--- src/rtl/irq_gate_pkg.sv ---
package irq_gate_pkg;
  localparam logic [7:0] CMD_ST_RD = 8'hC0;
  localparam logic [7:0] CMD_EN_WR = 8'hC2;
  localparam logic [7:0] CMD_EN_RD = 8'hC3;

  typedef enum logic [1:0] {
    M_IDLE  = 2'd0,
    M_EN_WR = 2'd1,
    M_EN_RD = 2'd2,
    M_ST_RD = 2'd3
  } xfer_mode_e;
endpackage

--- src/rtl/irq_cmd_seq.sv ---
module irq_cmd_seq
  import irq_gate_pkg::*;
#(
  parameter int WORD_W = 16,
  localparam int REG_W = 2 * WORD_W
) (
  input  logic              clk,
  input  logic              rst,
  input  logic              cmd_valid,
  input  logic [7:0]        cmd_code,
  input  logic              wr_valid,
  input  logic [WORD_W-1:0] wr_data,
  input  logic              rd_strobe,
  input  logic [REG_W-1:0]  en_q,
  input  logic [REG_W-1:0]  st_q,
  output logic              commit,
  output logic [REG_W-1:0]  commit_val,
  output logic              st_clr,
  output logic [WORD_W-1:0] rd_data
);
  xfer_mode_e        mode;
  logic              word_idx;
  logic [WORD_W-1:0] lo_hold;
  logic [REG_W-1:0]  rd_src;
  logic              rd_mode;

  assign rd_src     = (mode == M_ST_RD) ? st_q : en_q;
  assign rd_mode    = (mode == M_EN_RD) || (mode == M_ST_RD);
  assign commit     = !cmd_valid && (mode == M_EN_WR) && wr_valid && word_idx;
  assign commit_val = {wr_data, lo_hold};
  assign st_clr     = !cmd_valid && (mode == M_ST_RD) && rd_strobe && word_idx;

  always_ff @(posedge clk) begin
    if (rst) begin
      mode     <= M_IDLE;
      word_idx <= 1'b0;
      lo_hold  <= '0;
      rd_data  <= '0;
    end else if (cmd_valid) begin
      word_idx <= 1'b0;
      case (cmd_code)
        CMD_EN_WR: mode <= M_EN_WR;
        CMD_EN_RD: mode <= M_EN_RD;
        CMD_ST_RD: mode <= M_ST_RD;
        default:   mode <= M_IDLE;
      endcase
    end else if (mode == M_EN_WR && wr_valid) begin
      if (!word_idx) begin
        lo_hold  <= wr_data;
        word_idx <= 1'b1;
      end else begin
        word_idx <= 1'b0;
        mode     <= M_IDLE;
      end
    end else if (rd_mode && rd_strobe) begin
      rd_data  <= word_idx ? rd_src[REG_W-1:WORD_W] : rd_src[WORD_W-1:0];
      word_idx <= ~word_idx;
      if (word_idx) mode <= M_IDLE;
    end
  end

  AST_IDLE_READ_HOLDS: assert property (@(posedge clk) disable iff (rst)
    (mode == M_IDLE && !cmd_valid && rd_strobe) |=> $stable(rd_data));
  AST_COMMIT_NEEDS_WRITE_MODE: assert property (@(posedge clk) disable iff (rst)
    commit |-> (mode == M_EN_WR && word_idx));
endmodule

--- src/rtl/irq_en_reg.sv ---
module irq_en_reg #(
  parameter int          REG_W = 32,
  parameter logic [31:0] MASK  = 32'hFFFF_FFFF
) (
  input  logic             clk,
  input  logic             rst,
  input  logic             commit,
  input  logic [REG_W-1:0] commit_val,
  output logic [REG_W-1:0] en_q
);
  localparam logic [REG_W-1:0] IMPL = MASK[REG_W-1:0];

  always_ff @(posedge clk) begin
    if (rst)         en_q <= '0;
    else if (commit) en_q <= commit_val & IMPL;
  end

  AST_EN_HOLDS_WITHOUT_COMMIT: assert property (@(posedge clk) disable iff (rst)
    !commit |=> $stable(en_q));
  AST_EN_RESERVED_ZERO: assert property (@(posedge clk) disable iff (rst)
    (en_q & ~IMPL) == '0);
endmodule

--- src/rtl/irq_stat_latch.sv ---
module irq_stat_latch #(
  parameter int REG_W = 32
) (
  input  logic             clk,
  input  logic             rst,
  input  logic [REG_W-1:0] ev,
  input  logic [REG_W-1:0] en_q,
  input  logic             clr,
  input  logic             glb_ien,
  output logic [REG_W-1:0] st_q,
  output logic             int_n
);
  logic [REG_W-1:0] gated;

  assign gated = ev & en_q;

  always_ff @(posedge clk) begin
    if (rst) begin
      st_q  <= '0;
      int_n <= 1'b1;
    end else begin
      st_q  <= (clr ? '0 : st_q) | gated;
      int_n <= ~(glb_ien & (|st_q));
    end
  end

  AST_NO_LATCH_WHEN_DISABLED: assert property (@(posedge clk) disable iff (rst)
    (st_q & ~$past(st_q) & ~$past(en_q)) == '0);
  AST_CLEAR_ON_READ: assert property (@(posedge clk) disable iff (rst)
    $past(clr) |-> ((st_q & ~$past(ev & en_q)) == '0));
  AST_PIN_OFF_WHEN_GLOBAL_LOW: assert property (@(posedge clk) disable iff (rst)
    !$past(glb_ien) |-> int_n);
  AST_PIN_HIGH_WHEN_EMPTY: assert property (@(posedge clk) disable iff (rst)
    ($past(st_q) == '0) |-> int_n);
endmodule

--- src/rtl/irq_gate_unit.sv ---
module irq_gate_unit #(
  parameter int WORD_W  = 16,
  parameter int NUM_BUS = 6,
  parameter int NUM_EP  = 15,
  parameter int EP_BASE = 9
) (
  input  logic              clk,
  input  logic              rst,
  input  logic              cmd_valid,
  input  logic [7:0]        cmd_code,
  input  logic              wr_valid,
  input  logic [WORD_W-1:0] wr_data,
  input  logic              rd_strobe,
  output logic [WORD_W-1:0] rd_data,
  input  logic [NUM_BUS-1:0] ev_bus,
  input  logic [NUM_EP-1:0]  ev_ep,
  input  logic              glb_ien,
  output logic              int_n
);
  localparam int REG_W = 2 * WORD_W;

  function automatic logic [31:0] impl_mask();
    logic [31:0] m = '0;
    for (int i = 0; i < NUM_BUS; i++) m[i] = 1'b1;
    for (int j = 0; j < NUM_EP; j++)  m[EP_BASE + j] = 1'b1;
    return m;
  endfunction

  localparam logic [31:0] IMPL_MASK = impl_mask();

  logic [REG_W-1:0] ev_vec;
  logic [REG_W-1:0] en_q;
  logic [REG_W-1:0] st_q;
  logic [REG_W-1:0] commit_val;
  logic             commit;
  logic             st_clr;

  always_comb begin
    ev_vec = '0;
    for (int i = 0; i < NUM_BUS; i++) ev_vec[i] = ev_bus[i];
    for (int j = 0; j < NUM_EP; j++)  ev_vec[EP_BASE + j] = ev_ep[j];
  end

  irq_cmd_seq #(.WORD_W(WORD_W)) u_seq (
    .clk(clk), .rst(rst), .cmd_valid(cmd_valid), .cmd_code(cmd_code),
    .wr_valid(wr_valid), .wr_data(wr_data), .rd_strobe(rd_strobe),
    .en_q(en_q), .st_q(st_q), .commit(commit), .commit_val(commit_val),
    .st_clr(st_clr), .rd_data(rd_data)
  );

  irq_en_reg #(.REG_W(REG_W), .MASK(IMPL_MASK)) u_en (
    .clk(clk), .rst(rst), .commit(commit), .commit_val(commit_val), .en_q(en_q)
  );

  irq_stat_latch #(.REG_W(REG_W)) u_st (
    .clk(clk), .rst(rst), .ev(ev_vec), .en_q(en_q), .clr(st_clr),
    .glb_ien(glb_ien), .st_q(st_q), .int_n(int_n)
  );
endmodule

--- config.mk ---
export PLATFORM = sky130hd
export DESIGN_NAME = irq_gate_unit
export DESIGN_NICKNAME = d
export VERILOG_FILES = /design/src/rtl/irq_gate_pkg.sv /design/src/rtl/irq_cmd_seq.sv /design/src/rtl/irq_en_reg.sv /design/src/rtl/irq_stat_latch.sv /design/src/rtl/irq_gate_unit.sv
export SDC_FILE = /design/constraint.sdc
export NUM_CORES = 1
export LEC_CHECK = 0
export BUFFER_PORTS_ARGS = -buffer_cell sky130_fd_sc_hd__buf_4
export CAP_MARGIN = 10
export CORE_MARGIN = 3
export CORE_UTILIZATION = 30
export CTS_CLUSTER_SIZE = 12
export DETAILED_ROUTE_END_ITERATION = 8
export HOLD_SLACK_MARGIN = 0.1
export PLACE_DENSITY = 0.58
export REMOVE_ABC_BUFFERS = 1
export SETUP_SLACK_MARGIN = 0.15
export SLEW_MARGIN = 20
export SYNTH_ARGS = -nofsm -noshare
export SYNTH_HDL_FRONTEND = slang
export SYNTH_SLANG_ARGS = --single-unit
--- constraint.sdc ---
create_clock -name clk -period 1.4 [get_ports clk]
set_clock_uncertainty 0.1 [all_clocks]
set_input_delay 0.14 -clock clk [delete_from_list [all_inputs] [get_ports clk]]
set_output_delay 0.14 -clock clk [all_outputs]
set_load 0.03 [all_outputs]
# Word-level counts from Yosys, hierarchy flattened

Index checks and enable logic that the tools add are counted.

Input bits: 51
Logic and storage cells: 47
Bits in registers: 89

Multiplexer cells: 11
Reduce and logical (&&, ||, !) cells: 16
Equality and inequality tests: 6
Bitwise logic cells: 7

Operators with widths:

| kind                                          | count |
|---|---|
| two-way mux 32 bit                            | 2 |
| bitwise OR 32 bit                             | 1 |
| OR reduction 32 bit                           | 1 |
| bitwise AND 24 bit                            | 1 |
| == test 8 bit, second input constant          | 3 |
| two-way mux 16 bit                            | 1 |
| logical AND 1 bit                             | 8 |
| two-way mux 2 bit                             | 4 |
| one-hot mux 2 bit (3 select lines)            | 1 |
| AND reduction 3 bit                           | 2 |
| == test 2 bit, second input constant          | 2 |
| NOT 1 bit                                     | 4 |
| two-way mux 1 bit                             | 3 |
| nonzero test 3 bit                            | 1 |
| == test 2 x 1 -> 1 bit, second input constant | 1 |
| nonzero test 2 bit                            | 1 |
| OR reduction 2 bit                            | 1 |
| bitwise AND 1 bit                             | 1 |
| logical NOT 1 bit                             | 1 |
| logical OR 1 bit                              | 1 |

# Depth between registers and ports, before layout

Gate-level depths: netlist of run 1.

Depth after elaboration: 6
Depth in mapped cells: 6
Depth with buffers taken out: 3

# Modules after synthesis

A second synthesis of run 1 with hierarchy kept.

Cells, all modules: 367
Area, all modules: 3,836.2 sq um

Modules (own cells, without submodules):

| module         | times used | cells each | area each (sq um) |
|---|---|---|---|
| irq_cmd_seq    | 1          | 169        | 1,829.3 |
| irq_stat_latch | 1          | 117        | 1,164.9 |
| irq_en_reg     | 1          | 80         | 838.3 |
| irq_gate_unit  | 1          | 1          | 3.8 |

# Worst setup path after synthesis of run 1

No wires, ideal clock.

Path kind: register -> register
From: register u_seq.word_idx
To: register u_seq.rd_data[3]
Clock period less this slack: 1.499 ns
Buffers on the path: 1
Arrival: 1.283 ns
Data required time: 1.183 ns
Setup slack: -0.099 ns
Cell stages (with the launch flop): 5
Cell sequence: dfxtp_1 -> inv_2 -> buf_6 -> mux4_2 -> a22o_1

Cells in the longest elaborated chain, start to end: 1

RTL lines:

| what                   | RTL line          | text |
|---|---|---|
| from (decl)            | irq_cmd_seq.sv:22 | `logic word_idx;` |
| from (signal assigned) | irq_cmd_seq.sv:57 | `word_idx <= ~word_idx;` |
| two-way mux 16 bit     | irq_cmd_seq.sv:56 | `rd_data <= word_idx ? rd_src[REG_W-1:WORD_W] : rd_src[WORD_W-1:0];` |
| to (signal assigned)   | irq_cmd_seq.sv:56 |  |
| to (decl)              | irq_cmd_seq.sv:19 | `output logic [WORD_W-1:0] rd_data` |

Every way passes these cells.
A chain may end at the register's enable or synchronous reset.

# Worst setup path after layout of run 1

From: register u_seq.mode[1]
To: register u_en.en_q[18]

Cells in the longest elaborated chain, start to end: 4

RTL lines:

| what                            | RTL line          | text |
|---|---|---|
| from (decl)                     | irq_cmd_seq.sv:21 | `xfer_mode_e mode;` |
| from (signal assigned)          | irq_cmd_seq.sv:35 | `mode <= M_IDLE;` |
| from (signal assigned)          | irq_cmd_seq.sv:42 | `CMD_EN_WR: mode <= M_EN_WR;` |
| from (signal assigned)          | irq_cmd_seq.sv:43 | `CMD_EN_RD: mode <= M_EN_RD;` |
| == test 2 x 1 -> 1 bit          | irq_cmd_seq.sv:29 | `assign commit = !cmd_valid && (mode == M_EN_WR) && wr_valid && word_idx;` |
| logical AND 1 bit (3 in series) | irq_cmd_seq.sv:29 |  |
| to (signal assigned)            | irq_en_reg.sv:15  | `else if (commit) en_q <= commit_val & IMPL;` |
| to (decl)                       | irq_en_reg.sv:9   | `output logic [REG_W-1:0] en_q` |

Every way passes these cells.

==> impl_metrics.env, run 1 <==
export IMPL_drt_pass1_iterations=5
export IMPL_pwr_density_cell_nw_per_um2=797
export IMPL_yosysSeqAreaShare=0.472
export IMPL_antenna_found_initial=0
export IMPL_totalWireLength_mm=10.7
export IMPL_number_of_max_cap_violations=0
export IMPL_start_util=0.315
export IMPL_global_route_usage_total=0.169
export IMPL_clk_pin_slew_ps=80
export IMPL_yosysTopAreaCellShare=0.472
export IMPL_nNetsFinal=558
export IMPL_design_die_area_sq_um=11700
export IMPL_synth_edff_count=0
export IMPL_core_area_sq_um=9950
export IMPL_routed_via_density=5.15
export IMPL_yosys_cell_count_top_type="dfxtp_1"
export IMPL_worst_pin_slew_ps=606
export IMPL_vias_in_the_first_global_route=2989
export IMPL_final_setup_violating_endpoints=41
export IMPL_netlist_top_cells_area="dfxtp_1 47%, a21oi_1 11%, o21ai_0 10%, nand3_1 5.7%, mux4_2 4.3%"
export IMPL_globalRoute_totalOverflow=0
export IMPL_max_slew_margin_rel=0.595
export IMPL_timing_reg2reg_setup_slack_ps=-90
export IMPL_violations="setup timing"
export IMPL_post_route_cells_drive_above_1_share=0.402
export IMPL_area_sequential_sq_um=1500
export IMPL_syn_cell_area_sq_um=3140
export IMPL_number_of_antenna_violating_nets_in_the_routed_design=0
export IMPL_cts_made_buffers=9
export IMPL_initialDrtViolationCount=163
export IMPL_global_route_wire_length_before_repair_mm=15.4
export IMPL_remaining_drc_errors=0
export IMPL_port_buffers=65
export IMPL_setup_worst_path_end="u_en.en_q[18]$_SDFFE_PP0P_"
export IMPL_filler_cell_count=905
export IMPL_syn_area_per_cell_sq_um=8.44
export IMPL_via_count=3322
export IMPL_reg2reg_depth=6
export IMPL_gp_routability_congestion=0.777
export IMPL_critical_path_required_time_ps=1580
export IMPL_final_setup_worst_slack_ps=-92.3
export IMPL_startpoint_type="flip-flop"
export IMPL_timing_setup_tns_ps=-1910
export IMPL_synth_common_cells="74 x dfxtp_1, 66 x a21oi_1, 65 x o21ai_0"
export IMPL_clock_tree_buffer_depth=2
export IMPL_floorplan_die_height_um=108
export IMPL_clockRootBuffer="clkbuf_8"
export IMPL_final_cells=645
export IMPL_synthArstFlopShare=0
export IMPL_worst_hold_path_type="in -> reg"
export IMPL_detail_route_wl_per_cell_um=16.5
export IMPL_num_rows=36
export IMPL_crit_fanout=5
export IMPL_cts_htree_levels=3
export IMPL_multi_input_area_sq_um=1860
export IMPL_pre_cts_slack_ps=-140
export IMPL_static_leakage_uw=0.00186
export IMPL_post_synth_top_area_cell="dfxtp_1"
export IMPL_grt_start_max_net_pins=33
export IMPL_hold_violations=0
export IMPL_die_w_um=108
export IMPL_synth_seq_cells=74
export IMPL_postSynth_topFlopCell="dfxtp_1"
export IMPL_final_min_period_over_clock_period=1.07
export IMPL_synth_lib_cells_used_distinct=32
export IMPL_post_dp_hpwl_mm=6.37
export IMPL_yosys_warning_count=0
export IMPL_r2r_end="u_en.en_q[18]$_SDFFE_PP0P_"
export IMPL_io_pin_count=68
export IMPL_report_final_slew_viol_count=0
export IMPL_ant_cells=0
export IMPL_dpl_cell_count=567
export IMPL_post_synthesis_cell_count=372
export IMPL_finalWorstPathRequiredPeriod_ps=1490
export IMPL_cp_data_arrival_time_ps=1670
export IMPL_max_freq_ghz=0.670
export IMPL_endpoint_kind="flip-flop"
export IMPL_rsz0062_at_grt="yes"
export IMPL_cts_sink_count=74
export IMPL_cts_tree="built"
export IMPL_run_status="finished, violations left"
export IMPL_critical_path_startpoint="u_seq.mode[1]$_SDFFE_PP0P_"
export IMPL_clock_latency_ps=340
export IMPL_r2r_start="u_seq.mode[1]$_SDFFE_PP0P_"
export IMPL_path_class="reg -> reg"
export IMPL_ir_drop_uv=496
export IMPL_syn_to_layout_area_delta_pct=65.5
[what timing repair did]
item / CTS / global route
setup buffers: 7 / 3
resized for setup: 42 / 103
setup endpoints to repair: 73 / 73
pin swaps: 17 / 47
cloned: 1 / 3
hold endpoints to repair: 48 / 0
hold buffers: 48 / 0
[final cells by class]
type	instances	area share
Inverter	1	0.00217
Tap cell	133	0.0320
Sequential cell	74	0.288
Clock inverter	4	0.00963
Clock buffer	12	0.0299
Timing Repair Buffer	158	0.279
Timing Repair inverter	1	0.00144
Multi-Input combinational cell	262	0.358
[cell usage in the layout (no fill, tap or decap), types with 2 or more instances in the layout]
master / n
a22o_1: 6
o21ai_2: 12
o21ai_0: 33
buf_12: 5
o21ai_4: 2
nand3b_1: 4
o21ai_1: 18
dfxtp_2: 2
and4b_1: 2
nand2_1: 24
nand2_2: 2
and3_4: 3
nand2_4: 7
buf_4: 91
clkinvlp_4: 3
nand3_1: 25
nand3_2: 10
dfxtp_1: 69
buf_6: 9
a21boi_0: 4
nor2b_1: 8
a21boi_2: 2
nand4_1: 2
a21oi_2: 19
nor4_2: 3
dfxtp_4: 3
clkbuf_8: 11
a21boi_1: 3
mux4_2: 6
and3_1: 6
a21oi_1: 47
buf_8: 4
dlygate4sd3_1: 48
[cell families (layout without fill, tap and decap cells)]
kind of cell | count (synthesis) | count (layout) | synth area share
AOI/OAI and AO/OA | 149 | 149 | 0.255
xor gates and xnor gates | 1 | 1 | 0.00279
buffers and inverters | 36 | 176 | 0.0490
DFF | 74 | 74 | 0.472
muxes | 7 | 7 | 0.0462
other | 1 | 1 | 0.00119
and+or+nand+nor | 104 | 104 | 0.174
[flip-flops by register name, summed over array words and instances (netlist names)]
name	count
u_seq.mode	2
u_st.st_q	21
u_en.en_q	21
u_seq.word_idx	1
u_st.int_n	1
u_seq.lo_hold	13
u_seq.rd_data	15
[critical path: stages, from the launching register on]
cell and delay, ps:
dfxtp_4 360, buf_6 120, nor4bb_4 270, buf_4 170, buf_4 140, nand3_1 100
a21oi_1 170
[where the power goes]
group | switching, uW | total (uW) | internal (uW)
logic | 135 | 334 | 199
registers | 0.516 | 2100 | 2100
clock network | 789 | 1710 | 919
[worst min-delay path by stage]
stage / endpoint / slack [ps] / depth (start not counted) / start
after CTS: u_st.st_q[23]$_SDFF_PP0_ / 100 / 3 / cmd_valid
after floorplan: u_en.en_q[0]$_SDFFE_PP0P_ / 110 / 1 / rst
after detailed placement: u_st.st_q[22]$_SDFF_PP0_ / 310 / 3 / ev_ep[13]
final: u_st.st_q[22]$_SDFF_PP0_ / 100 / 3 / cmd_valid
after global placement: u_st.st_q[1]$_SDFF_PP0_ / 310 / 3 / ev_bus[1]
after global routing: u_st.st_q[22]$_SDFF_PP0_ / 110 / 3 / cmd_valid
[metal layers]
layer	routed length, um	vias up	part of all wire	track usage
met5	0	-	0	0
met4	162	0	0.015	0.0721
met3	547	12	0.051	0.0287
met2	5430	82	0.51	0.279
met1	4520	1614	0.42	0.219
li1	-	1614	-	-
[stage by stage]
step	hold slack [ps]	util	total power (uW)	area, sq um
after floorplan	109	-	2170	2990
after global placement	307	0.395	2350	3940
after detailed placement	310	0.395	2360	3940
after CTS	104	0.482	4160	4800
after global routing	111	0.522	4270	5200
final	103	0.522	4140	5200
(Power assumes the default switching activity.)
==> run 2: changes to the inputs <==
--- a/config.mk
+++ b/config.mk
@@ -9,3 +9,3 @@
 export CAP_MARGIN = 10
-export CORE_MARGIN = 3
+export CORE_MARGIN = 2
 export CORE_UTILIZATION = 30
==> constraint.sdc (replaced) <==
create_clock -name clk -period 1.4 [get_ports clk]
set_clock_uncertainty 0.1 [all_clocks]
set_input_delay 0.35 -clock clk [delete_from_list [all_inputs] [get_ports clk]]
set_output_delay 0.35 -clock clk [all_outputs]
set_load 0.03 [all_outputs]
==> impl_metrics.env, run 2 (synthesis gave the netlist of run 1 again) <==
export IMPL_clockRootBuffer="clkbuf_8"
export IMPL_core_area_sq_um=10200
export IMPL_rsz0062_at_grt="yes"
export IMPL_antenna_found_initial=0
export IMPL_final_min_period_over_clock_period=1.08
export IMPL_remaining_drc_errors=0
export IMPL_crit_fanout=8
export IMPL_timing_critical_path_cells="buf_6, nor4bb_4, buf_6, buf_12, buf_16, nand3_1, a21oi_1"
export IMPL_floorplan_die_height_um=106
export IMPL_cp_data_arrival_time_ps=1680
export IMPL_nNetsFinal=518
export IMPL_critical_path_startpoint="u_seq.mode[1]$_SDFFE_PP0P_"
export IMPL_ant_cells=0
export IMPL_endpoint_kind="flip-flop"
export IMPL_reg_top3="u_en.en_q x21, u_st.st_q x21, u_seq.rd_data x15"
export IMPL_critical_path_slowest_cell="dfxtp_2"
export IMPL_most_common_layout_cells="76 x buf_4, 51 x dfxtp_1, 46 x a21oi_1"
export IMPL_cts_sink_count=74
export IMPL_critical_path_required_time_ps=1570
export IMPL_num_rows=37
export IMPL_violations="setup timing"
export IMPL_cts_tree="built"
export IMPL_reg2reg_depth=7
export IMPL_routed_via_density=5.23
export IMPL_multi_input_area_sq_um=1920
export IMPL_final_common_cell="buf_4"
export IMPL_dpl_cell_count=568
export IMPL_design_die_area_sq_um=11300
export IMPL_cp_depth=7
export IMPL_post_route_cells_drive_above_1_share=0.513
export IMPL_area_sequential_sq_um=1510
export IMPL_pwr_density_cell_nw_per_um2=775
export IMPL_post_dp_hpwl_mm=6.00
export IMPL_clk_pin_slew_ps=70
export IMPL_via_count=3172
export IMPL_run_status="finished, violations left"
export IMPL_drt_pass1_iterations=5
export IMPL_initialDrtViolationCount=186
export IMPL_port_buffers=65
export IMPL_timing_critical_path_max_delay_family="buffers and inverters"
export IMPL_clock_tree_buffer_depth=2
export IMPL_totalWireLength_mm=10.2
export IMPL_ir_drop_uv=404
export IMPL_setup_worst_path_end="u_en.en_q[12]$_SDFFE_PP0P_"
export IMPL_path_class="reg -> reg"
export IMPL_detail_route_wl_per_cell_um=16.8
export IMPL_r2r_start="u_seq.mode[1]$_SDFFE_PP0P_"
export IMPL_path_common_cell="buf_6"
export IMPL_filler_cell_count=925
export IMPL_r2r_end="u_en.en_q[12]$_SDFFE_PP0P_"
export IMPL_timing_reg2reg_setup_slack_ps=-110
export IMPL_number_of_max_cap_violations=0
export IMPL_startpoint_type="flip-flop"
export IMPL_global_route_wire_length_before_repair_mm=15.8
export IMPL_syn_to_layout_area_delta_pct=58.3
export IMPL_hold_violations=0
export IMPL_report_power_total_uw=3850
export IMPL_number_of_antenna_violating_nets_in_the_routed_design=0
export IMPL_delay_contributed_by_the_slowest_stage_of_the_critical_path_ps=330
export IMPL_die_w_um=106
export IMPL_global_route_usage_total=0.179
export IMPL_io_pin_count=68
export IMPL_worst_hold_path_type="in -> reg"
export IMPL_final_setup_worst_slack_ps=-109
export IMPL_clock_latency_ps=340
export IMPL_gp_routability_congestion=0.848
export IMPL_start_util=0.307
export IMPL_grt_start_max_net_pins=33
export IMPL_report_final_slew_viol_count=0
export IMPL_static_leakage_uw=0.00175
export IMPL_critPathBufInv=4
export IMPL_finalWorstPathRequiredPeriod_ps=1510
export IMPL_cts_made_buffers=9
export IMPL_cts_htree_levels=3
export IMPL_globalRoute_totalOverflow=0
export IMPL_final_cells=606
export IMPL_vias_in_the_first_global_route=3184
export IMPL_final_setup_violating_endpoints=66
export IMPL_max_freq_ghz=0.663
-- run 2: cell count changes in the layout (fill, tap and decap cells not counted), sizes merged --
cell	delta
inv	+1
bufinv	-1
clkinvlp	-2
clkbuf	-1
bufbuf	+1
buf	+8
dlygate4sd3	-48
-- run 2: worst reg2reg max path, stage by stage, from the launching register on --
cell	delay (ps)
dfxtp_2	330
buf_6	130
nor4bb_4	270
buf_6	150
buf_12	120
buf_16	140
nand3_1	80
a21oi_1	120
-- run 2: worst min path at each step --
stage / slack [ps] / depth (start not counted) / startpoint / end
after floorplan: 320 / 1 / rst / u_en.en_q[0]$_SDFFE_PP0P_
after global placement: 340 / 2 / u_seq.rd_data[13]$_SDFFE_PP0P_ / u_seq.rd_data[13]$_SDFFE_PP0P_
after detailed placement: 350 / 2 / u_seq.rd_data[12]$_SDFFE_PP0P_ / u_seq.rd_data[12]$_SDFFE_PP0P_
after CTS: 160 / 3 / wr_data[15] / u_seq.lo_hold[15]$_SDFFE_PP0P_
after global routing: 150 / 3 / wr_data[3] / u_seq.lo_hold[3]$_SDFFE_PP0P_
final: 160 / 3 / wr_data[3] / u_seq.lo_hold[3]$_SDFFE_PP0P_
-- run 2: area by class of cell --
cell class              count  area share
well taps                 136      0.0342
clock inverters             2     0.00252
multi-input cells         262       0.386
repair inverters            1     0.00126
repair buffers            118       0.236
clock buffers              12      0.0332
inverters                   1     0.00227
flip-flops and latches     74       0.304
-- run 2: per-layer routing --
metal	global-route usage	vias up	routed length (um)
li1	-	1539	-
met4	0.0733	0	182
met2	0.301	101	5100
met3	0.0405	12	610
met1	0.220	1520	4260
met5	0	-	0
-- run 2: what timing repair did --
action / 4_1_cts / 5_1_grt
setup endpoints to repair: 89 / 89
pin swaps: 29 / 23
endpoints found under the hold margin: 0 / 0
setup buffers: 13 / 3
hold buffers: 0 / 0
gates cloned: 8 / 0
gates resized for setup: 138 / 64
-- run 2: metrics by stage --
stage          hold WS (ps)  setup TNS, ps  setup WS [ps]  instance area [sq um]   util
4_1_cts                 159          -1950          -89.3                   4700  0.460
3_5_place_dp            346          -6810           -155                   3930  0.384
3_3_place_gp            344          -5980           -156                   3930  0.384
5_1_grt                 149          -6620           -146                   4970  0.486
6_report                161          -3740           -109                   4970  0.486
2_1_floorplan           319         -92630          -2160                   2990      -
-- run 2: report_power, final --
| part | internal (uW) | leakage (uW) | switching [uW] |
|---|---|---|---|
| Combinational | 122 | 0.00105 | 115 |
| Sequential | 2100 | 0.000607 | 0.400 |
| Clock | 767 | 0.0000903 | 744 |
